`src/rtl/sec_rtc_pkg.sv`:
```
package sec_rtc_pkg;
  localparam int unsigned DATA_W  = 32;
  localparam int unsigned NUM_IRQ = 1;
  localparam int unsigned ALARM_BIT = 0;

  // word indices (byte offset / 4)
  localparam int unsigned IDX_COUNT = 0;
  localparam int unsigned IDX_MATCH = 1;
  localparam int unsigned IDX_LOAD  = 2;
  localparam int unsigned IDX_CTRL  = 3;
  localparam int unsigned IDX_MASK  = 4;
  localparam int unsigned IDX_RAW   = 5;
  localparam int unsigned IDX_MSTAT = 6;
  localparam int unsigned IDX_CLR   = 7;

  typedef struct packed {
    logic load;
    logic match;
    logic ctrl;
    logic mask;
    logic clr;
  } wr_strobe_t;
endpackage

```
`src/rtl/sec_rtc_regs.sv`:
```
module sec_rtc_regs
  import sec_rtc_pkg::*;
#(
  parameter int unsigned ADDR_W = 6
) (
  input  logic               clk_i,
  input  logic               rst_ni,
  input  logic               psel_i,
  input  logic               penable_i,
  input  logic               pwrite_i,
  input  logic [ADDR_W-1:0]  paddr_i,
  input  logic [DATA_W-1:0]  pwdata_i,
  output logic [DATA_W-1:0]  prdata_o,
  input  logic [DATA_W-1:0]  cnt_i,
  input  logic [NUM_IRQ-1:0] raw_i,
  output wr_strobe_t         wr_o,
  output logic               en_o,
  output logic [DATA_W-1:0]  match_o,
  output logic [NUM_IRQ-1:0] mask_o
);
  localparam int unsigned IDX_W = ADDR_W - 2;

  logic             aligned;
  logic [IDX_W-1:0] idx;
  logic             wr_acc;

  assign aligned = (paddr_i[1:0] == 2'b00);
  assign idx     = paddr_i[ADDR_W-1:2];
  assign wr_acc  = psel_i & penable_i & pwrite_i & aligned;

  assign wr_o.load  = wr_acc && (idx == IDX_W'(IDX_LOAD));
  assign wr_o.match = wr_acc && (idx == IDX_W'(IDX_MATCH));
  assign wr_o.ctrl  = wr_acc && (idx == IDX_W'(IDX_CTRL));
  assign wr_o.mask  = wr_acc && (idx == IDX_W'(IDX_MASK));
  assign wr_o.clr   = wr_acc && (idx == IDX_W'(IDX_CLR));

  logic               en_q;
  logic [DATA_W-1:0]  match_q;
  logic [NUM_IRQ-1:0] mask_q;

  always_ff @(posedge clk_i or negedge rst_ni) begin
    if (!rst_ni) begin
      en_q    <= 1'b0;
      match_q <= '0;
      mask_q  <= '0;
    end else begin
      if (wr_o.ctrl)  en_q    <= pwdata_i[0];
      if (wr_o.match) match_q <= pwdata_i;
      if (wr_o.mask)  mask_q  <= pwdata_i[NUM_IRQ-1:0];
    end
  end

  assign en_o    = en_q;
  assign match_o = match_q;
  assign mask_o  = mask_q;

  always_comb begin
    prdata_o = '0;
    if (aligned) begin
      if (idx == IDX_W'(IDX_COUNT))      prdata_o = cnt_i;
      else if (idx == IDX_W'(IDX_MATCH)) prdata_o = match_q;
      else if (idx == IDX_W'(IDX_CTRL))  prdata_o[0] = en_q;
      else if (idx == IDX_W'(IDX_MASK))  prdata_o[NUM_IRQ-1:0] = mask_q;
      else if (idx == IDX_W'(IDX_RAW))   prdata_o[NUM_IRQ-1:0] = raw_i;
      else if (idx == IDX_W'(IDX_MSTAT)) prdata_o[NUM_IRQ-1:0] = raw_i & mask_q;
    end
  end


  ctrl_commit_chk: assert property (@(posedge clk_i) disable iff (!rst_ni)
    wr_o.ctrl |=> (en_o == $past(pwdata_i[0])));


  match_hold_chk: assert property (@(posedge clk_i) disable iff (!rst_ni)
    !wr_o.match |=> $stable(match_o));
endmodule

```
`src/rtl/sec_rtc_prescaler.sv`:
```
module sec_rtc_prescaler #(
  parameter int unsigned PRESCALE = 32768
) (
  input  logic clk_i,
  input  logic rst_ni,
  input  logic en_i,
  input  logic ref_tick_i,
  input  logic restart_i,
  output logic tick_o
);
  generate
    if (PRESCALE <= 1) begin : g_direct
      assign tick_o = en_i & ref_tick_i & ~restart_i;
    end else begin : g_div
      localparam int unsigned PW = $clog2(PRESCALE);
      localparam logic [PW-1:0] LAST = PW'(PRESCALE - 1);

      logic [PW-1:0] presc_q;

      always_ff @(posedge clk_i or negedge rst_ni) begin
        if (!rst_ni) begin
          presc_q <= '0;
        end else if (restart_i) begin
          presc_q <= '0;
        end else if (en_i && ref_tick_i) begin
          presc_q <= (presc_q == LAST) ? '0 : presc_q + 1'b1;
        end
      end

      assign tick_o = en_i & ref_tick_i & ~restart_i & (presc_q == LAST);


      idle_hold_chk: assert property (@(posedge clk_i) disable iff (!rst_ni)
        (!en_i && !restart_i) |=> $stable(presc_q));


      restart_zero_chk: assert property (@(posedge clk_i) disable iff (!rst_ni)
        restart_i |=> (presc_q == '0));
    end
  endgenerate
endmodule

```
`src/rtl/sec_rtc_counter.sv`:
```
module sec_rtc_counter
  import sec_rtc_pkg::*;
(
  input  logic              clk_i,
  input  logic              rst_ni,
  input  logic              tick_i,
  input  logic              load_i,
  input  logic [DATA_W-1:0] load_val_i,
  input  logic [DATA_W-1:0] match_i,
  output logic [DATA_W-1:0] cnt_o,
  output logic              hit_o
);
  logic [DATA_W-1:0] cnt_q;
  logic [DATA_W-1:0] cnt_inc;

  assign cnt_inc = cnt_q + 1'b1;

  always_ff @(posedge clk_i or negedge rst_ni) begin
    if (!rst_ni)      cnt_q <= '0;
    else if (load_i)  cnt_q <= load_val_i;
    else if (tick_i)  cnt_q <= cnt_inc;
  end

  // compare the value the count is about to take
  assign hit_o = tick_i & ~load_i & (cnt_inc == match_i);
  assign cnt_o = cnt_q;


  load_take_chk: assert property (@(posedge clk_i) disable iff (!rst_ni)
    load_i |=> (cnt_o == $past(load_val_i)));


  step_one_chk: assert property (@(posedge clk_i) disable iff (!rst_ni)
    (tick_i && !load_i) |=> (cnt_o == $past(cnt_o) + 1'b1));


  wrap_zero_chk: assert property (@(posedge clk_i) disable iff (!rst_ni)
    (tick_i && !load_i && (cnt_o == '1)) |=> (cnt_o == '0));


  idle_stable_chk: assert property (@(posedge clk_i) disable iff (!rst_ni)
    (!tick_i && !load_i) |=> $stable(cnt_o));
endmodule

```
`src/rtl/sec_rtc_irq.sv`:
```
module sec_rtc_irq
  import sec_rtc_pkg::*;
(
  input  logic               clk_i,
  input  logic               rst_ni,
  input  logic [NUM_IRQ-1:0] set_i,
  input  logic               clr_i,
  input  logic [NUM_IRQ-1:0] clr_bits_i,
  input  logic [NUM_IRQ-1:0] mask_i,
  output logic [NUM_IRQ-1:0] raw_o,
  output logic               irq_o
);
  logic [NUM_IRQ-1:0] raw_q;

  for (genvar g = 0; g < NUM_IRQ; g++) begin : g_flag
    always_ff @(posedge clk_i or negedge rst_ni) begin
      if (!rst_ni)                       raw_q[g] <= 1'b0;
      else if (set_i[g])                 raw_q[g] <= 1'b1;
      else if (clr_i && clr_bits_i[g])   raw_q[g] <= 1'b0;
    end


    raw_hold_chk: assert property (@(posedge clk_i) disable iff (!rst_ni)
      (raw_q[g] && !(clr_i && clr_bits_i[g])) |=> raw_q[g]);


    set_wins_chk: assert property (@(posedge clk_i) disable iff (!rst_ni)
      set_i[g] |=> raw_q[g]);
  end

  assign raw_o = raw_q;
  assign irq_o = |(raw_q & mask_i);


  mask_gate_chk: assert property (@(posedge clk_i) disable iff (!rst_ni)
    (mask_i == '0) |-> !irq_o);
endmodule

```
`src/rtl/sec_rtc.sv`:
```
module sec_rtc
  import sec_rtc_pkg::*;
#(
  parameter int unsigned PRESCALE = 32768,
  parameter int unsigned ADDR_W   = 6
) (
  input  logic              clk_i,
  input  logic              rst_ni,
  input  logic              ref_tick_i,
  input  logic              psel_i,
  input  logic              penable_i,
  input  logic              pwrite_i,
  input  logic [ADDR_W-1:0] paddr_i,
  input  logic [31:0]       pwdata_i,
  output logic [31:0]       prdata_o,
  output logic              irq_o
);
  wr_strobe_t         wr;
  logic               en;
  logic [DATA_W-1:0]  match;
  logic [NUM_IRQ-1:0] mask;
  logic [NUM_IRQ-1:0] raw;
  logic [NUM_IRQ-1:0] set_vec;
  logic [DATA_W-1:0]  cnt;
  logic               sec_tick;
  logic               hit;

  sec_rtc_regs #(.ADDR_W(ADDR_W)) u_regs (
    .clk_i     (clk_i),
    .rst_ni    (rst_ni),
    .psel_i    (psel_i),
    .penable_i (penable_i),
    .pwrite_i  (pwrite_i),
    .paddr_i   (paddr_i),
    .pwdata_i  (pwdata_i),
    .prdata_o  (prdata_o),
    .cnt_i     (cnt),
    .raw_i     (raw),
    .wr_o      (wr),
    .en_o      (en),
    .match_o   (match),
    .mask_o    (mask)
  );

  sec_rtc_prescaler #(.PRESCALE(PRESCALE)) u_presc (
    .clk_i      (clk_i),
    .rst_ni     (rst_ni),
    .en_i       (en),
    .ref_tick_i (ref_tick_i),
    .restart_i  (wr.load),
    .tick_o     (sec_tick)
  );

  sec_rtc_counter u_cnt (
    .clk_i      (clk_i),
    .rst_ni     (rst_ni),
    .tick_i     (sec_tick),
    .load_i     (wr.load),
    .load_val_i (pwdata_i),
    .match_i    (match),
    .cnt_o      (cnt),
    .hit_o      (hit)
  );

  always_comb begin
    set_vec = '0;
    set_vec[ALARM_BIT] = hit;
  end

  sec_rtc_irq u_irq (
    .clk_i      (clk_i),
    .rst_ni     (rst_ni),
    .set_i      (set_vec),
    .clr_i      (wr.clr),
    .clr_bits_i (pwdata_i[NUM_IRQ-1:0]),
    .mask_i     (mask),
    .raw_o      (raw),
    .irq_o      (irq_o)
  );


  alarm_on_match_chk: assert property (@(posedge clk_i) disable iff (!rst_ni)
    ($rose(raw[ALARM_BIT]) && $stable(match)) |-> (cnt == match));


  load_no_alarm_chk: assert property (@(posedge clk_i) disable iff (!rst_ni)
    (wr.load && !raw[ALARM_BIT]) |=> !raw[ALARM_BIT]);


  irq_needs_raw_chk: assert property (@(posedge clk_i) disable iff (!rst_ni)
    irq_o |-> (raw != '0));
endmodule

```
`config.mk`:
```
export PLATFORM = sky130hd
export DESIGN_NAME = sec_rtc
export DESIGN_NICKNAME = d
export VERILOG_FILES = /design/src/rtl/sec_rtc_pkg.sv /design/src/rtl/sec_rtc_regs.sv /design/src/rtl/sec_rtc_prescaler.sv /design/src/rtl/sec_rtc_counter.sv /design/src/rtl/sec_rtc_irq.sv /design/src/rtl/sec_rtc.sv
export SDC_FILE = /design/constraint.sdc
export NUM_CORES = 1
export LEC_CHECK = 0
export ABC_AREA = 1
export BUFFER_PORTS_ARGS = -buffer_cell sky130_fd_sc_hd__buf_4
export CAP_MARGIN = 10
export CORE_AREA = 3 3 139 141
export CTS_BUF_LIST = sky130_fd_sc_hd__clkbuf_4
export DETAILED_ROUTE_END_ITERATION = 8
export DIE_AREA = 0 0 142 144
export PLACE_DENSITY = 0.57
export SLEW_MARGIN = 25
export SYNTH_ARGS = -nofsm -noshare
export SYNTH_HDL_FRONTEND = slang
export SYNTH_HIERARCHICAL = 1
export SYNTH_SLANG_ARGS = --single-unit
```
`constraint.sdc`:
```
create_clock -name clk_i -period 2.6 [get_ports clk_i]
set_clock_uncertainty 0.1 [all_clocks]
set_input_delay 0.13 -clock clk_i [delete_from_list [all_inputs] [get_ports clk_i]]
set_output_delay 0.13 -clock clk_i [all_outputs]
set_load 0.01 [all_outputs]
```
==> impl_metrics.env <==
export IMPL_outcome="finished, final reports clean"
export IMPL_io_pin_count=77
export IMPL_rsz0062_at_grt="no"
export IMPL_post_synth_fa_ha_maj_area_fraction=0.00417
export IMPL_port_buffers=76
export IMPL_gpl_final_weighted_congestion=0.886
export IMPL_postSynthCellCount=914
export IMPL_grt_overflow_total=0
export IMPL_post_synth_main_area_contributors="dfrtp_1 (34%), nand2_1 (24%), inv_1 (5.3%)"
export IMPL_power_switching_w=0.000894
export IMPL_detail_route_wirelength_mm=19.0
export IMPL_mostFrequentLayoutCell="nand2_1"
export IMPL_cellPowerDensity_nw_per_um2=363
export IMPL_largest_net_degree_at_the_start_of_global_routing=44
export IMPL_cp_endpoint_kind="output port"
export IMPL_cap_violations=0
export IMPL_timing_critical_path_slowest_cell_delay_ns=0.59
export IMPL_horiz_die_dim_microns=142
export IMPL_synth_async_reset_ratio=1.00
export IMPL_netlist_area_leader_share=0.342
export IMPL_design_die_area_sq_um=20400
export IMPL_clk_pin_slew_worst_paths_ns=0.13
export IMPL_wire_per_inst_microns=15.0
export IMPL_worstPathArrival_ns=2.25
export IMPL_start_util=0.332
export IMPL_pwr_share_comb=0.201
export IMPL_synth_cell_area_sq_um=6000
export IMPL_route_detailed_drc=0
export IMPL_cts_path_max_buffers=2
export IMPL_p_leak_nw=3.60
export IMPL_yosys_area_share_xor_xnor=0.0215
export IMPL_grt_first_pass_wirelength_mm=31.1
export IMPL_floorplan_die_height_microns=144
export IMPL_rows=49
export IMPL_worst_ir_drop_vdd_uv=197
export IMPL_max_freq_mhz=404
export IMPL_cts_tree="done"
export IMPL_critPathKind="input port to output port"
export IMPL_postSynthNetCount=960
export IMPL_post_synth_mux_area_share=0
export IMPL_relSlewSlack=0.461
export IMPL_worst_endpoint_required_ns=2.37
export IMPL_intPower_w=0.00179
export IMPL_synth_enable_flop_cells=0
export IMPL_synth_ff_type="dfrtp_1"
export IMPL_main_combinational_cell_family_by_area_after_synthesis="simple AND/OR/NAND/NOR gates"
export IMPL_gr_usage_all_layers=0.192
export IMPL_post_route_period_util=0.953
export IMPL_p_seq_frac=0.550
export IMPL_cts_root_buf="clkbuf_4"
export IMPL_filler_cell_count=1917
export IMPL_via_per_inst=4.89
export IMPL_finish_net_count=1075
export IMPL_final_layout_size_suffix_gt1_frac=0.157
export IMPL_drt_pre_antenna_iters=5
export IMPL_clkLatencyLatePin_ns=0.47
export IMPL_layout_min_cycle_time_ns=2.48
export IMPL_placedInstanceArea_sq_um=6840
export IMPL_final_setup_viol_count=0
export IMPL_h_tree_levels=3
export IMPL_place_ws_ns=0.136
export IMPL_syn_mean_instance_area_sq_um=6.57
export IMPL_critPathSlowestCell="dlygate4sd3_1"
export IMPL_post_synth_and_or_nand_nor_area_fraction=0.412
export IMPL_unique_cell_type_count_in_the_yosys_netlist=42
export IMPL_hold_viol=0
export IMPL_synth_largest_area_cell="dfrtp_1"
export IMPL_maxSlewViolCount=0
export IMPL_cts_buffers=9
export IMPL_final_cell_mix="nand2_1 (387), buf_4 (91), inv_1 (85)"
export IMPL_worst_path_max_fanout=3
export IMPL_post_synthesis_sequential_element_count=82
export IMPL_crit_path_start_kind="input port"
export IMPL_area_growth_synth_to_final_pct=23.3
export IMPL_clock_sinks=82
export IMPL_timing_hold_worst_class="input port to register"
export IMPL_floorplan_core_area_sq_um=18100
export IMPL_hpwlAfterDp_mm=13.6
export IMPL_switching_share=0.333
export IMPL_worst_slack_ns=0.123
export IMPL_path_cells="dlygate4sd3_1 -> buf_4 -> nor2_1 -> dlygate4sd3_1 -> nand3_1 -> or2_2 -> nand2_1 -> a21oi_1 -> buf_4"
export IMPL_layout_core_utilization=0.409
export IMPL_first_global_vias=5994
export IMPL_antenna_violations_before_repair=1
export IMPL_synth_seq_area_share=0.342
export IMPL_transition_time_at_the_pin_with_the_least_slew_margin_ns=0.806
export IMPL_stdcell_count=1267
export IMPL_synth_compound_area_frac=0.135
export IMPL_synth_yosys_warnings=6
export IMPL_fin_setup_tns_ns=0
export IMPL_num_vias=6200
export IMPL_design_area_sq_um=7400
export IMPL_first_iter_violations=403
export IMPL_antenna_violating_nets_post_route=0
export IMPL_place_detailed_instances=1204
export IMPL_clockPowerShare=0.250
[cell usage after synthesis, types with 2 or more instances]
master    instances
o211ai_1          9
buf_2             7
o21ai_1           2
o21bai_1          3
a22oi_1          16
nand3b_1         15
nand2_2           6
xor2_1            8
o22ai_2           3
nand4_1           6
nand3_1          46
inv_1            85
nand2_1         388
nor2_1           68
xnor2_1           4
o21ai_2           7
clkbuf_1         16
inv_2             7
nor2_2            8
buf_6             3
nand3_2           2
clkbuf_2          3
nor2_8            3
nor2_4           10
ha_1              2
nand2_4           4
a21oi_1          38
nor3_1            2
o221ai_1          7
dfrtp_1          82
o21ai_0          43
[repair_timing]
item,4_1_cts,5_1_grt
buffers inserted,0,2
endpoints found under the hold margin,120,0
resized for setup,0,5
hold buffers,41,0
endpoints found under the setup margin,0,7
[critical path, delay by kind of cell]
family	cells	cell delay [ns]
AO/OA/AOI/OAI	1	0.06
buffers and inverters	4	1.42
AND/OR/NAND/NOR	4	0.62
[per-layer routing]
metal,global-route usage,vias to the layer above,part of all wire
met1,0.257,2884,0.47
met3,0.0364,24,0.049
met2,0.318,142,0.47
met4,0.0571,0,0.019
li1,-,3150,-
met5,0,-,0
[sequential cells by signal (all words and copies together), names as in the netlist]
name,cells
u_cnt/cnt_o,32
u_regs/match_o,32
u_presc/g_div.presc_q,15
u_irq/raw_o,1
u_regs/en_o,1
u_regs/mask_o,1
[logic make-up after synthesis]
logic type | count (synthesis)
buffers and inverters | 123
XOR/XNOR | 13
AO/OA/AOI/OAI | 131
flip-flops | 82
adder cells (fa/ha/maj) | 2
AND/OR/NAND/NOR | 563
[power groups by stage]
stage | logic, W | registers, W | clock network [W]
after floorplan | 0.000307 | 0.00146 | 0
after global placement | 0.000469 | 0.00150 | 0
after detailed placement | 0.000474 | 0.00150 | 0
after CTS | 0.000523 | 0.00147 | 0.000702
after global routing | 0.000612 | 0.00149 | 0.000756
final | 0.000539 | 0.00147 | 0.000670
[path summary, 6_finish.rpt]
kind / end / slack (ns) / from / depth (start not counted)
max: prdata_o[0] / 0.12 / paddr_i[5] / 9
min: u_regs/mask_o / 0.06 / paddr_i[1] / 7
max reg2reg: u_irq/raw_o / 0.31 / u_cnt/cnt_o[1] / 17
min reg2reg: u_presc/g_div.presc_q[7] / 0.43 / u_presc/g_div.presc_q[7] / 2
max in group asynchronous: u_regs/match_o[30] / 1.67 / rst_ni / 3
min in group asynchronous: u_cnt/cnt_o[6] / 0.10 / rst_ni / 2
[metrics by stage]
step,total power [W],hold WS [ns]
6_report,0.00268,0.0594
5_1_grt,0.00286,0.0803
4_1_cts,0.00270,0.0162
3_5_place_dp,0.00197,0.0929
3_3_place_gp,0.00197,0.0952
2_1_floorplan,0.00177,-0.266
[final cells by class]
class                   instances  area [sq um]  share of cell area
repair buffers                134          1130               0.153
clock buffers                   9          67.6             0.00913
well taps                     229           287              0.0387
flip-flops and latches         82          2050               0.277
inverters                      93           349              0.0472
diodes                          5          12.5             0.00169
clock inverters                 6          35.0             0.00473
multi-input cells             709          3470               0.468
Note: power is estimated with default switching activity, not from simulation.
